$ cat config.mk
export PLATFORM = sky130hd
export DESIGN_NAME = i2cdac_target
export DESIGN_NICKNAME = d
export VERILOG_FILES = /design/src/rtl/i2cdac_pkg.sv /design/src/rtl/i2cdac_sync.sv /design/src/rtl/i2cdac_link.sv /design/src/rtl/i2cdac_regs.sv /design/src/rtl/i2cdac_target.sv
export SDC_FILE = /design/constraint.sdc
export NUM_CORES = 1
export LEC_CHECK = 0
export ABC_AREA = 1
export BUFFER_PORTS_ARGS = -buffer_cell sky130_fd_sc_hd__buf_2
export CAP_MARGIN = 20
export CORE_MARGIN = 5
export CORE_UTILIZATION = 55
export CTS_CLUSTER_SIZE = 10
export DETAILED_ROUTE_END_ITERATION = 8
export PLACE_DENSITY = 0.82
export SYNTH_ARGS = -nofsm -noshare
export SYNTH_HDL_FRONTEND = slang
export SYNTH_SLANG_ARGS = --single-unit
$ cat constraint.sdc
create_clock -name clk -period 2.2 [get_ports clk]
set_input_delay 0.11 -clock clk [delete_from_list [all_inputs] [get_ports clk]]
set_output_delay 0.11 -clock clk [all_outputs]
set_load 0.005 [all_outputs]
$ cat src/rtl/i2cdac_pkg.sv
package i2cdac_pkg;
    localparam int CODE_W   = 12;
    localparam int PD_W     = 2;
    localparam int BYTE_W   = 8;
    localparam int RD_BYTES = 5;
    localparam int FRAME_W  = RD_BYTES * BYTE_W;
    localparam logic [5:0] ADDR_FIXED = 6'b110000;

    typedef enum logic [2:0] {
        LK_IDLE = 3'd0,
        LK_ADDR = 3'd1,
        LK_WR   = 3'd2,
        LK_RD   = 3'd3,
        LK_IGN  = 3'd4
    } link_st_e;

    typedef struct packed {
        logic [1:0] meta;   // bit1 = scl, bit0 = sda
        logic [1:0] now;
        logic [1:0] prev;
    } sync_s;

    typedef struct packed {
        link_st_e          st;
        logic [3:0]        bitcnt;
        logic [BYTE_W-1:0] shreg;
        logic [BYTE_W-1:0] cmd;
        logic [BYTE_W-1:0] hi;
        logic [1:0]        widx;
        logic              rw;
        logic              nack;
        logic [2:0]        tidx;
        logic [BYTE_W-1:0] txbyte;
        logic              oe;
        logic              wr_valid;
        logic              wr_persist;
        logic [CODE_W-1:0] wr_code;
        logic [PD_W-1:0]   wr_pd;
    } link_s;
endpackage

$ cat src/rtl/i2cdac_sync.sv
module i2cdac_sync
    import i2cdac_pkg::*;
(
    input  logic clk,
    input  logic rst_n,
    input  logic scl,
    input  logic sda,
    output logic sda_lvl,
    output logic scl_rise,
    output logic scl_fall,
    output logic bus_start,
    output logic bus_stop
);
    sync_s sy_q, sy_d;

    always_comb begin
        sy_d      = sy_q;
        sy_d.meta = {scl, sda};
        sy_d.now  = sy_q.meta;
        sy_d.prev = sy_q.now;
    end

    always_ff @(posedge clk) begin
        if (!rst_n) sy_q <= '1;
        else        sy_q <= sy_d;
    end

    assign sda_lvl   = sy_q.now[0];
    assign scl_rise  = sy_q.now[1] & ~sy_q.prev[1];
    assign scl_fall  = ~sy_q.now[1] & sy_q.prev[1];
    assign bus_start = sy_q.now[1] & sy_q.prev[1] & sy_q.prev[0] & ~sy_q.now[0];
    assign bus_stop  = sy_q.now[1] & sy_q.prev[1] & ~sy_q.prev[0] & sy_q.now[0];
endmodule

$ cat src/rtl/i2cdac_link.sv
module i2cdac_link
    import i2cdac_pkg::*;
(
    input  logic               clk,
    input  logic               rst_n,
    input  logic               a0,
    input  logic               sda_lvl,
    input  logic               scl_rise,
    input  logic               scl_fall,
    input  logic               bus_start,
    input  logic               bus_stop,
    input  logic [FRAME_W-1:0] rd_frame,
    output logic               sda_pull,
    output logic               wr_valid,
    output logic               wr_persist,
    output logic [CODE_W-1:0]  wr_code,
    output logic [PD_W-1:0]    wr_pd
);
    link_s q, d;
    logic [2:0]        nxt_idx;
    logic [BYTE_W-1:0] nxt_byte;
    logic [2:0]        bsel;

    always_comb begin
        if (q.st == LK_ADDR || q.tidx == 3'(RD_BYTES - 1)) nxt_idx = 3'd0;
        else                                               nxt_idx = q.tidx + 3'd1;
        nxt_byte = rd_frame[(RD_BYTES - 1 - int'(nxt_idx)) * BYTE_W +: BYTE_W];
        bsel     = 3'(4'd7 - q.bitcnt);

        d          = q;
        d.wr_valid = 1'b0;
        if (bus_start) begin
            d.st     = LK_ADDR;
            d.bitcnt = '0;
            d.widx   = '0;
            d.oe     = 1'b0;
        end else if (bus_stop) begin
            d.st = LK_IDLE;
            d.oe = 1'b0;
        end else if (q.st == LK_ADDR || q.st == LK_WR || q.st == LK_RD) begin
            if (scl_rise) begin
                if (q.bitcnt < 4'd8) begin
                    d.shreg  = {q.shreg[BYTE_W-2:0], sda_lvl};
                    d.bitcnt = q.bitcnt + 4'd1;
                end else if (q.bitcnt == 4'd9) begin
                    d.nack = sda_lvl;
                end
            end else if (scl_fall) begin
                if (q.bitcnt == 4'd8) begin
                    d.bitcnt = 4'd9;
                    if (q.st == LK_ADDR) begin
                        if (q.shreg[7:1] == {ADDR_FIXED, a0}) begin
                            d.oe = 1'b1;
                            d.rw = q.shreg[0];
                        end else begin
                            d.st = LK_IGN;
                        end
                    end else if (q.st == LK_WR) begin
                        d.oe = 1'b1;
                        if (q.widx == 2'd0) begin
                            d.cmd  = q.shreg;
                            d.widx = 2'd1;
                        end else if (q.widx == 2'd1) begin
                            if (q.cmd[7:6] == 2'b00) begin
                                d.wr_valid   = 1'b1;
                                d.wr_persist = 1'b0;
                                d.wr_code    = {q.cmd[3:0], q.shreg};
                                d.wr_pd      = q.cmd[5:4];
                                d.widx       = 2'd0;
                            end else begin
                                d.hi   = q.shreg;
                                d.widx = 2'd2;
                            end
                        end else begin
                            d.widx = 2'd0;
                            if (!q.cmd[7]) begin
                                d.wr_valid   = 1'b1;
                                d.wr_persist = q.cmd[5];
                                d.wr_code    = {q.hi, q.shreg[7:4]};
                                d.wr_pd      = q.cmd[2:1];
                            end
                        end
                    end else begin
                        d.oe = 1'b0;        // master owns the acknowledge slot
                    end
                end else if (q.bitcnt == 4'd9) begin
                    d.bitcnt = '0;
                    d.oe     = 1'b0;
                    if (q.st == LK_ADDR) begin
                        if (q.rw) begin
                            d.st     = LK_RD;
                            d.tidx   = nxt_idx;
                            d.txbyte = nxt_byte;
                            d.oe     = ~nxt_byte[7];
                        end else begin
                            d.st   = LK_WR;
                            d.widx = 2'd0;
                        end
                    end else if (q.st == LK_RD) begin
                        if (q.nack) begin
                            d.st = LK_IGN;
                        end else begin
                            d.tidx   = nxt_idx;
                            d.txbyte = nxt_byte;
                            d.oe     = ~nxt_byte[7];
                        end
                    end
                end else if (q.st == LK_RD) begin
                    d.oe = ~q.txbyte[bsel];
                end
            end
        end
    end

    always_ff @(posedge clk) begin
        if (!rst_n) q <= '0;
        else        q <= d;
    end

    assign sda_pull   = q.oe;
    assign wr_valid   = q.wr_valid;
    assign wr_persist = q.wr_persist;
    assign wr_code    = q.wr_code;
    assign wr_pd      = q.wr_pd;

    assert_pull_on_edge_R7: assert property (@(posedge clk) disable iff (!rst_n)
        !$stable(q.oe) |-> $past(scl_fall || bus_start || bus_stop));

    assert_no_pull_ignored_R1: assert property (@(posedge clk) disable iff (!rst_n)
        (q.st == LK_IGN) |-> !q.oe);
endmodule

$ cat src/rtl/i2cdac_regs.sv
module i2cdac_regs
    import i2cdac_pkg::*;
#(
    parameter int               PERSIST_CYCLES    = 2000,
    parameter logic [CODE_W-1:0] PERSIST_INIT_CODE = 12'h800,
    parameter logic [PD_W-1:0]   PERSIST_INIT_PD   = 2'b00
) (
    input  logic              clk,
    input  logic              rst_n,
    input  logic              por_n,
    input  logic              wr_valid,
    input  logic              wr_persist,
    input  logic [CODE_W-1:0] wr_code,
    input  logic [PD_W-1:0]   wr_pd,
    output logic [CODE_W-1:0] dac_code,
    output logic [PD_W-1:0]   dac_pd,
    output logic              busy,
    output logic [CODE_W-1:0] nv_code
);
    localparam int CNT_W = $clog2(PERSIST_CYCLES + 1);

    typedef struct packed {
        logic [CODE_W-1:0] code;
        logic [PD_W-1:0]   pd;
        logic [CNT_W-1:0]  cnt;
    } work_s;

    typedef struct packed {
        logic [CODE_W-1:0] code;
        logic [PD_W-1:0]   pd;
    } nv_s;

    work_s wq, wd;
    nv_s   nq, nd;
    logic  take;

    assign busy = (wq.cnt != '0);

    always_comb begin
        wd   = wq;
        nd   = nq;
        take = wr_valid && !(wr_persist && busy);
        if (busy) wd.cnt = wq.cnt - CNT_W'(1);
        if (take) begin
            wd.code = wr_code;
            wd.pd   = wr_pd;
            if (wr_persist) begin
                nd.code = wr_code;
                nd.pd   = wr_pd;
                wd.cnt  = CNT_W'(PERSIST_CYCLES);
            end
        end
    end

    always_ff @(posedge clk) begin
        if (!por_n) nq <= '{code: PERSIST_INIT_CODE, pd: PERSIST_INIT_PD};
        else        nq <= nd;
    end

    always_ff @(posedge clk) begin
        if (!rst_n) wq <= '{code: nq.code, pd: nq.pd, cnt: '0};
        else        wq <= wd;
    end

    assign dac_code = wq.code;
    assign dac_pd   = wq.pd;
    assign nv_code  = nq.code;

    assert_nv_frozen_R5: assert property (@(posedge clk) disable iff (!rst_n || !por_n)
        busy |=> ($stable(nq.code) && $stable(nq.pd)));

    assert_code_needs_write_R2: assert property (@(posedge clk) disable iff (!rst_n)
        !$stable(wq.code) |-> $past(wr_valid));

    assert_busy_from_store_R4: assert property (@(posedge clk) disable iff (!rst_n)
        $rose(busy) |-> $past(wr_valid && wr_persist));
endmodule

$ cat src/rtl/i2cdac_target.sv
module i2cdac_target
    import i2cdac_pkg::*;
#(
    parameter int                PERSIST_CYCLES    = 2000,
    parameter logic [CODE_W-1:0] PERSIST_INIT_CODE = 12'h800,
    parameter logic [PD_W-1:0]   PERSIST_INIT_PD   = 2'b00
) (
    input  logic              clk,
    input  logic              rst_n,
    input  logic              por_n,
    input  logic              a0,
    input  logic              scl,
    input  logic              sda_in,
    output logic              sda_pull,
    output logic [CODE_W-1:0] dac_code,
    output logic [PD_W-1:0]   dac_pd,
    output logic              busy
);
    logic sda_lvl, scl_rise, scl_fall, bus_start, bus_stop;
    logic wr_valid, wr_persist;
    logic [CODE_W-1:0] wr_code, nv_code;
    logic [PD_W-1:0]   wr_pd;
    logic [FRAME_W-1:0] rd_frame;

    assign rd_frame = {busy, 4'b0000, dac_pd, 1'b0,
                       dac_code[11:4], dac_code[3:0], 4'b0000,
                       nv_code[11:4],  nv_code[3:0],  4'b0000};

    i2cdac_sync u_sync (
        .clk(clk), .rst_n(rst_n), .scl(scl), .sda(sda_in),
        .sda_lvl(sda_lvl), .scl_rise(scl_rise), .scl_fall(scl_fall),
        .bus_start(bus_start), .bus_stop(bus_stop)
    );

    i2cdac_link u_link (
        .clk(clk), .rst_n(rst_n), .a0(a0), .sda_lvl(sda_lvl),
        .scl_rise(scl_rise), .scl_fall(scl_fall),
        .bus_start(bus_start), .bus_stop(bus_stop), .rd_frame(rd_frame),
        .sda_pull(sda_pull), .wr_valid(wr_valid), .wr_persist(wr_persist),
        .wr_code(wr_code), .wr_pd(wr_pd)
    );

    i2cdac_regs #(
        .PERSIST_CYCLES(PERSIST_CYCLES),
        .PERSIST_INIT_CODE(PERSIST_INIT_CODE),
        .PERSIST_INIT_PD(PERSIST_INIT_PD)
    ) u_regs (
        .clk(clk), .rst_n(rst_n), .por_n(por_n),
        .wr_valid(wr_valid), .wr_persist(wr_persist),
        .wr_code(wr_code), .wr_pd(wr_pd),
        .dac_code(dac_code), .dac_pd(dac_pd), .busy(busy), .nv_code(nv_code)
    );
endmodule

==> results of run 1 <==
==> sequential cells by signal (all words and copies together), names as in the netlist <==
name               flops
u_regs.wq             11
u_regs.dac_code       12
u_regs.dac_pd          2
u_regs.nv_code        12
u_sync.sda_lvl         1
u_link.wr_persist      1
u_link.wr_pd           2
u_link.wr_code        12
u_link.wr_valid        1
u_sync.sy_d            3
u_link.q              46
u_sync.sy_q            2
u_regs.nq              2
u_link.sda_pull        1
==> cells in the final DEF, fill, tap and decap left out, types with 2 or more instances in the layout <==
cell           Yosys  layout
a211oi_1           4       4
a21oi_1           90      90
a31oi_1            2       2
a32oi_1            6       6
buf_2              7      21
buf_4             14      12
clkbuf_8           0       9
clkinv_4           0       2
dfxtp_1           94      94
dlygate4sd3_1      0       3
edfxtp_1          14      14
ha_1               7       6
inv_1             64      64
inv_2              5       5
inv_8              0       3
nand2_1           91      90
nand2_2            1       2
nand3_1           58      56
nand3_2            2       4
nand4_1            8       8
nor2_1            46      46
nor2_2             3       3
nor3_1             6       6
nor3_2             2       2
o211ai_1           2       2
o21ai_0           67      67
o21ai_1           12      12
or2_2              7       7
xor2_1             6       6
==> through the flow <==
stage | std cells | setup TNS (ns)
6_report | 773 | 0
4_1_cts | 773 | 0
5_1_grt | 773 | -0.0152
3_5_place_dp | 754 | 0
3_3_place_gp | 754 | 0
2_1_floorplan | 648 | 0
==> kinds of logic (layout without fill, tap and decap cells) <==
family / after synthesis / in the layout
flip-flops: 108 / 108
XOR/XNOR: 7 / 7
AO/OA/AOI/OAI: 189 / 189
buffers and inverters: 108 / 122
adder cells (fa/ha/maj): 7 / 7
AND/OR/NAND/NOR: 229 / 229
==> metal layers <==
metal,up-vias,share of wire
met4,0,0.028
met5,-,0
met3,39,0.058
met2,172,0.49
met1,2062,0.43
li1,2206,-
==> worst min-delay path by stage <==
stage | start | to | slack (ns) | depth (start not counted)
after global placement | sda_in | u_sync.sy_d[2]$_SDFF_PN1_ | 0.30 | 2
after detailed placement | sda_in | u_sync.sy_d[2]$_SDFF_PN1_ | 0.30 | 2
after floorplan | sda_in | u_sync.sy_d[2]$_SDFF_PN1_ | 0.22 | 1
final | por_n | u_regs.nv_code[11]$_SDFFE_PN1P_ | 0.06 | 2
after CTS | por_n | u_regs.nv_code[11]$_SDFFE_PN1P_ | 0.04 | 2
after global routing | por_n | u_regs.nv_code[11]$_SDFFE_PN1P_ | 0.04 | 2
==> cell type report <==
cell class / count / area [um^2]
multi-input cells: 432 / 2260
inverters: 70 / 267
well taps: 111 / 139
clock inverters: 6 / 56.3
fillers: 775 / 3690
flip-flops and latches: 108 / 2300
repair buffers: 36 / 225
clock buffers: 10 / 128
==> power by group through the flow <==
stage | Sequential, W | Combinational, W | Clock, W
6_report | 0.00213 | 0.000645 | 0.00115
5_1_grt | 0.00214 | 0.000722 | 0.00127
4_1_cts | 0.00212 | 0.000633 | 0.00116
2_1_floorplan | 0.00216 | 0.000489 | 0
3_3_place_gp | 0.00217 | 0.000602 | 0
3_5_place_dp | 0.00217 | 0.000624 | 0
==> synth_stat cells, drive strengths merged, types with 7 or more instances <==
cell	number
nor2	50
ha	7
clkbuf	11
o21ai	80
inv	69
a21oi	91
nand2	93
dfxtp	94
buf	27
nand4	8
edfxtp	14
or2	7
nand3	61
nor3	9
==> what timing repair did <==
action / in CTS / in global routing
endpoints found under the hold margin: 4 / 0
gates resized for setup: 0 / 6
endpoints found under the setup margin: 0 / 4
hold buffers: 3 / 0
==> results.toml, run 1 <==
[logic_synthesis]
synth_top_family_by_area = "simple AND/OR/NAND/NOR gates"
syn_area_um2 = 5030
synth_cells = 648
postSynthAreaPerCell_um2 = 7.76
synthXorXnorAreaFrac = 0.0122
synthFlopType = "dfxtp_1"
synth_area_leader_cell = "dfxtp_1"
synth_edf_count = 14
yosys.area_share.simple = 0.210
yosys_warnings = 0
yosysTopAreaCellShare = 0.374
async_reset_ff_frac = 0
synth.net_count = 661
synthTopCellsByArea = "dfxtp_1 (37%), a21oi_1 (9.0%), edfxtp_1 (8.4%), nand2_1 (6.8%), o21ai_0 (6.7%)"
synth_compound_area_frac = 0.204
yosysSeqAreaShare = 0.458
ys_types = 41
synth_seq_cells = 108
synthMuxAreaShare = 0
synth_fa_ha_area_frac = 0.0174

[die]
start_util = 0.555
rows = 35
core_area_um2 = 9060
dieArea_um2 = 11200
fp.dieH_um = 106
ios = 22
die_w_um = 106

[min_path]
worstHoldPathType = "primary input to register"

[critical_path]
cp_max_fo = 4
worstSetupEndpointType = "output pin"
r2r-start = "u_regs.wq[0]$_SDFF_PN0_"
criticalPathCategory = "register to output pin"
slowest_stage = "dfxtp_1"
setup.worst_path.start = "u_regs.wq[0]$_SDFF_PN0_"
cp-endpoint = "busy"
cp_top_family = "simple AND/OR/NAND/NOR gates"
max_stage_delay_ns = 0.31
startpoint_type = "register"
path_depth = 7
cp.arrival_ns = 1.97
path_buf_inv = 3
path_cells = "inv_1 -> ha_1 -> nand2_2 -> nor2_4 -> nand3_1 -> buf_4 -> buf_2"
r2r_setup_slack_ns = 0.20
timing.rr.end = "u_regs.dac_pd[1]$_DFFE_PP_"
worst_ep_required_time_ns = 2.09
ff2ff_path_depth = 7

[sta]
fin_skew_ns = 0.0174
finalHoldViolCount = 0
min_period_ns = 2.08
slew_viol_final = 0
max_freq_mhz = 480
final-setup-viol-count = 0
max_slew_margin = 0.533
worst_pin_slew_ns = 0.696
setup_slack_ns = 0.118
post-route-period-util = 0.946
timing.hold.ws_ns = 0.0597

[clock_tree]
post_cts_buffers = 0
clk_latency_ns = 0.38
htreeDepth = 3
clock-root-buffer = "clkbuf_8"
clk_pin_slew_ns = 0.11
cts_tree = "built"
cts_buffers = 9
cts.path.max_buffers = 2
clock_sinks = 108

[pwr]
p_sw_frac = 0.298
p_leak_nw = 2.14
combPwrFrac = 0.165
internal_power_w = 0.00275
finalPower_w = 0.00392
ir_drop_uv = 441
power_switching_w = 0.00117
clockPowerShare = 0.292
seq_power_share = 0.543
p_per_area_nw_per_um2 = 729

[detailed_routing]
ant_nets = 0
drt_pass1_iterations = 5
drc = 0
vias = 4479
wl_um = 11800
wl_per_cell_um = 15.3
route.detailed.vias_per_inst = 5.79
drt-initial-drc-count = 349

[final_layout]
fin_util = 0.593
drive_gt1_frac = 0.124
design_area_um2 = 5370
nets = 670
n_antenna_cell = 0
syn_to_final_growth_pct = 6.81

[placed_design]
dp_hpwl_um = 8260
gp_congestion = 0.910
preCtsSetupSlack_ns = 0.128
dpl-instance-area_um2 = 5130
port_buffers = 21

[global_route]
grt_util_met3 = 0.0441
grt.busiest_layer = "met2"
grt_pass1_vias = 4259
grt_use_met2 = 0.361
grt_first_pass_wirelength_um = 20000
grt_antenna_before_repair = 0
grt_max_degree = 61
grtUsageMet1 = 0.278
grt_usage = 0.216
grt-ovfl-total = 0

[flow_run]
drv_cap = 0

[status]
status = "finished clean"
No activity file was read; power rests on OpenSTA's default activity.
==> run 2: changes to the inputs <==
Settings changed: CTS_CLUSTER_SIZE 10 to 14, RECOVER_POWER set to 100.
==> run 2 against run 1 <==
  * Routed wire length decreased by 0.18%
  * Clock-buffer cell count unchanged
  * Final cell count unchanged
  * Non-clock buffer count unchanged
  * Die area unchanged
==> results.toml, run 2 (synthesis gave the netlist of run 1 again) <==
[status]
status = "finished clean"

[die]
core_area_um2 = 9060
start_util = 0.555
dieArea_um2 = 11200
rows = 35
ios = 22
fp.dieH_um = 106
die_w_um = 106

[clock_tree]
clk_pin_slew_ns = 0.11
post_cts_buffers = 0
clk_latency_ns = 0.38
clock_sinks = 108
htreeDepth = 3
cts_tree = "built"
cts_buffers = 9
clock-root-buffer = "clkbuf_8"
cts.path.max_buffers = 2

[pwr]
power_switching_w = 0.00116
seq_power_share = 0.545
internal_power_w = 0.00274
ir_drop_uv = 443
p_sw_frac = 0.298
p_per_area_nw_per_um2 = 731
clockPowerShare = 0.294
combPwrFrac = 0.161
p_leak_nw = 2.08
finalPower_w = 0.00390

[sta]
min_period_ns = 2.06
max_freq_mhz = 486
setup_tns_ns = 0
max_slew_margin = 0.333
final-setup-viol-count = 0
setup_slack_ns = 0.140
finalHoldViolCount = 0
slew_viol_final = 0
fin_skew_ns = 0.0169
post-route-period-util = 0.936
worst_pin_slew_ns = 1.00

[detailed_routing]
route.detailed.vias_per_inst = 5.80
ant_nets = 0
drt_pass1_iterations = 5
vias = 4482
drt-initial-drc-count = 323
drc = 0
wl_um = 11800
wl_per_cell_um = 15.2

[global_route]
grt_max_degree = 61
grt_use_met2 = 0.361
grt_util_met3 = 0.0441
grt.busiest_layer = "met2"
grt_usage = 0.216
grt-ovfl-total = 0
grt_first_pass_wirelength_um = 20000
grt_pass1_vias = 4259
grtUsageMet1 = 0.278
grt_antenna_before_repair = 0

[critical_path]
path_cells = "inv_1 -> ha_1 -> nand2_2 -> nor2_4 -> nand3_1 -> clkbuf_1 -> buf_2"
r2r-start = "u_regs.wq[0]$_SDFF_PN0_"
startpoint_type = "register"
worst_ep_required_time_ns = 2.09
slowest_stage = "dfxtp_1"
max_stage_delay_ns = 0.31
criticalPathCategory = "register to output pin"
cp.arrival_ns = 1.95
setup.worst_path.start = "u_regs.wq[0]$_SDFF_PN0_"
cp_max_fo = 4
worstSetupEndpointType = "output pin"

[final_layout]
drive_gt1_frac = 0.0952
design_area_um2 = 5340
largest_register_ffs = 46
nets = 670
regMostFlops = "u_link.q"
finalNonFillerCells = 773
syn_to_final_growth_pct = 6.09
mostFrequentLayoutCell = "dfxtp_1"
n_antenna_cell = 0
final_cell_mix = "dfxtp_1 (94), a21oi_1 (91), nand2_1 (90)"

[placed_design]
port_buffers = 21
dp.cells = 754
dpl-instance-area_um2 = 5130
preCtsSetupSlack_ns = 0.128
gp_congestion = 0.910
dp_hpwl_um = 8260

[flow_run]
drv_cap = 0

[min_path]
worstHoldPathType = "primary input to register"
worstHoldStart = "por_n"
## run 2: final timing paths
check | cells past startpoint | to | slack [ns]
hold reg to reg | 1 | u_sync.sda_lvl$_SDFF_PN1_ | 0.43
setup / recovery | 7 | busy | 0.14
hold / removal | 2 | u_regs.nv_code[11]$_SDFFE_PN1P_ | 0.05
setup reg to reg | 9 | u_regs.dac_pd[0]$_DFFE_PP_ | 0.18
## run 2: critical path, delay by kind of cell, from the launching register on
kind                     cells  cell delay, ns
AND/OR/NAND/NOR              3            0.54
adder cells (fa/ha/maj)      1            0.23
flip-flops                   1            0.31
buffers and inverters        3            0.48
## run 2: area by class of cell
class	instances	area, um^2
clock buffer	10	128
clock inverter	6	56.3
fill	790	3730
inverter	70	267
multi-input combinational	432	2250
sequential	108	2300
tap	111	139
timing repair buffer	36	200
## run 2: repair_timing
action,in CTS,in global routing
hold endpoints to repair,4,0
setup endpoints to repair,0,4
gates resized for setup,0,6
hold buffers,3,0
## run 2: layer usage
metal	part of all wire	wire (um)
met1	0.42	4940
met2	0.49	5770
met3	0.063	746
met4	0.028	331
met5	0	0
## run 2: power groups by stage
stage                     combinational [W]  sequential (W)  clock [W]
after floorplan                    0.000489         0.00216          0
after global placement             0.000602         0.00217          0
after detailed placement           0.000624         0.00217          0
after CTS                          0.000633         0.00212    0.00116
after global routing               0.000709         0.00214    0.00127
final                              0.000629         0.00213    0.00115
## run 2: stage by stage
stage | hold slack [ns] | util
2_1_floorplan | 0.217 | -
3_3_place_gp | 0.295 | 0.566
3_5_place_dp | 0.300 | 0.566
4_1_cts | 0.0394 | 0.590
5_1_grt | 0.0314 | 0.589
6_report | 0.0454 | 0.589
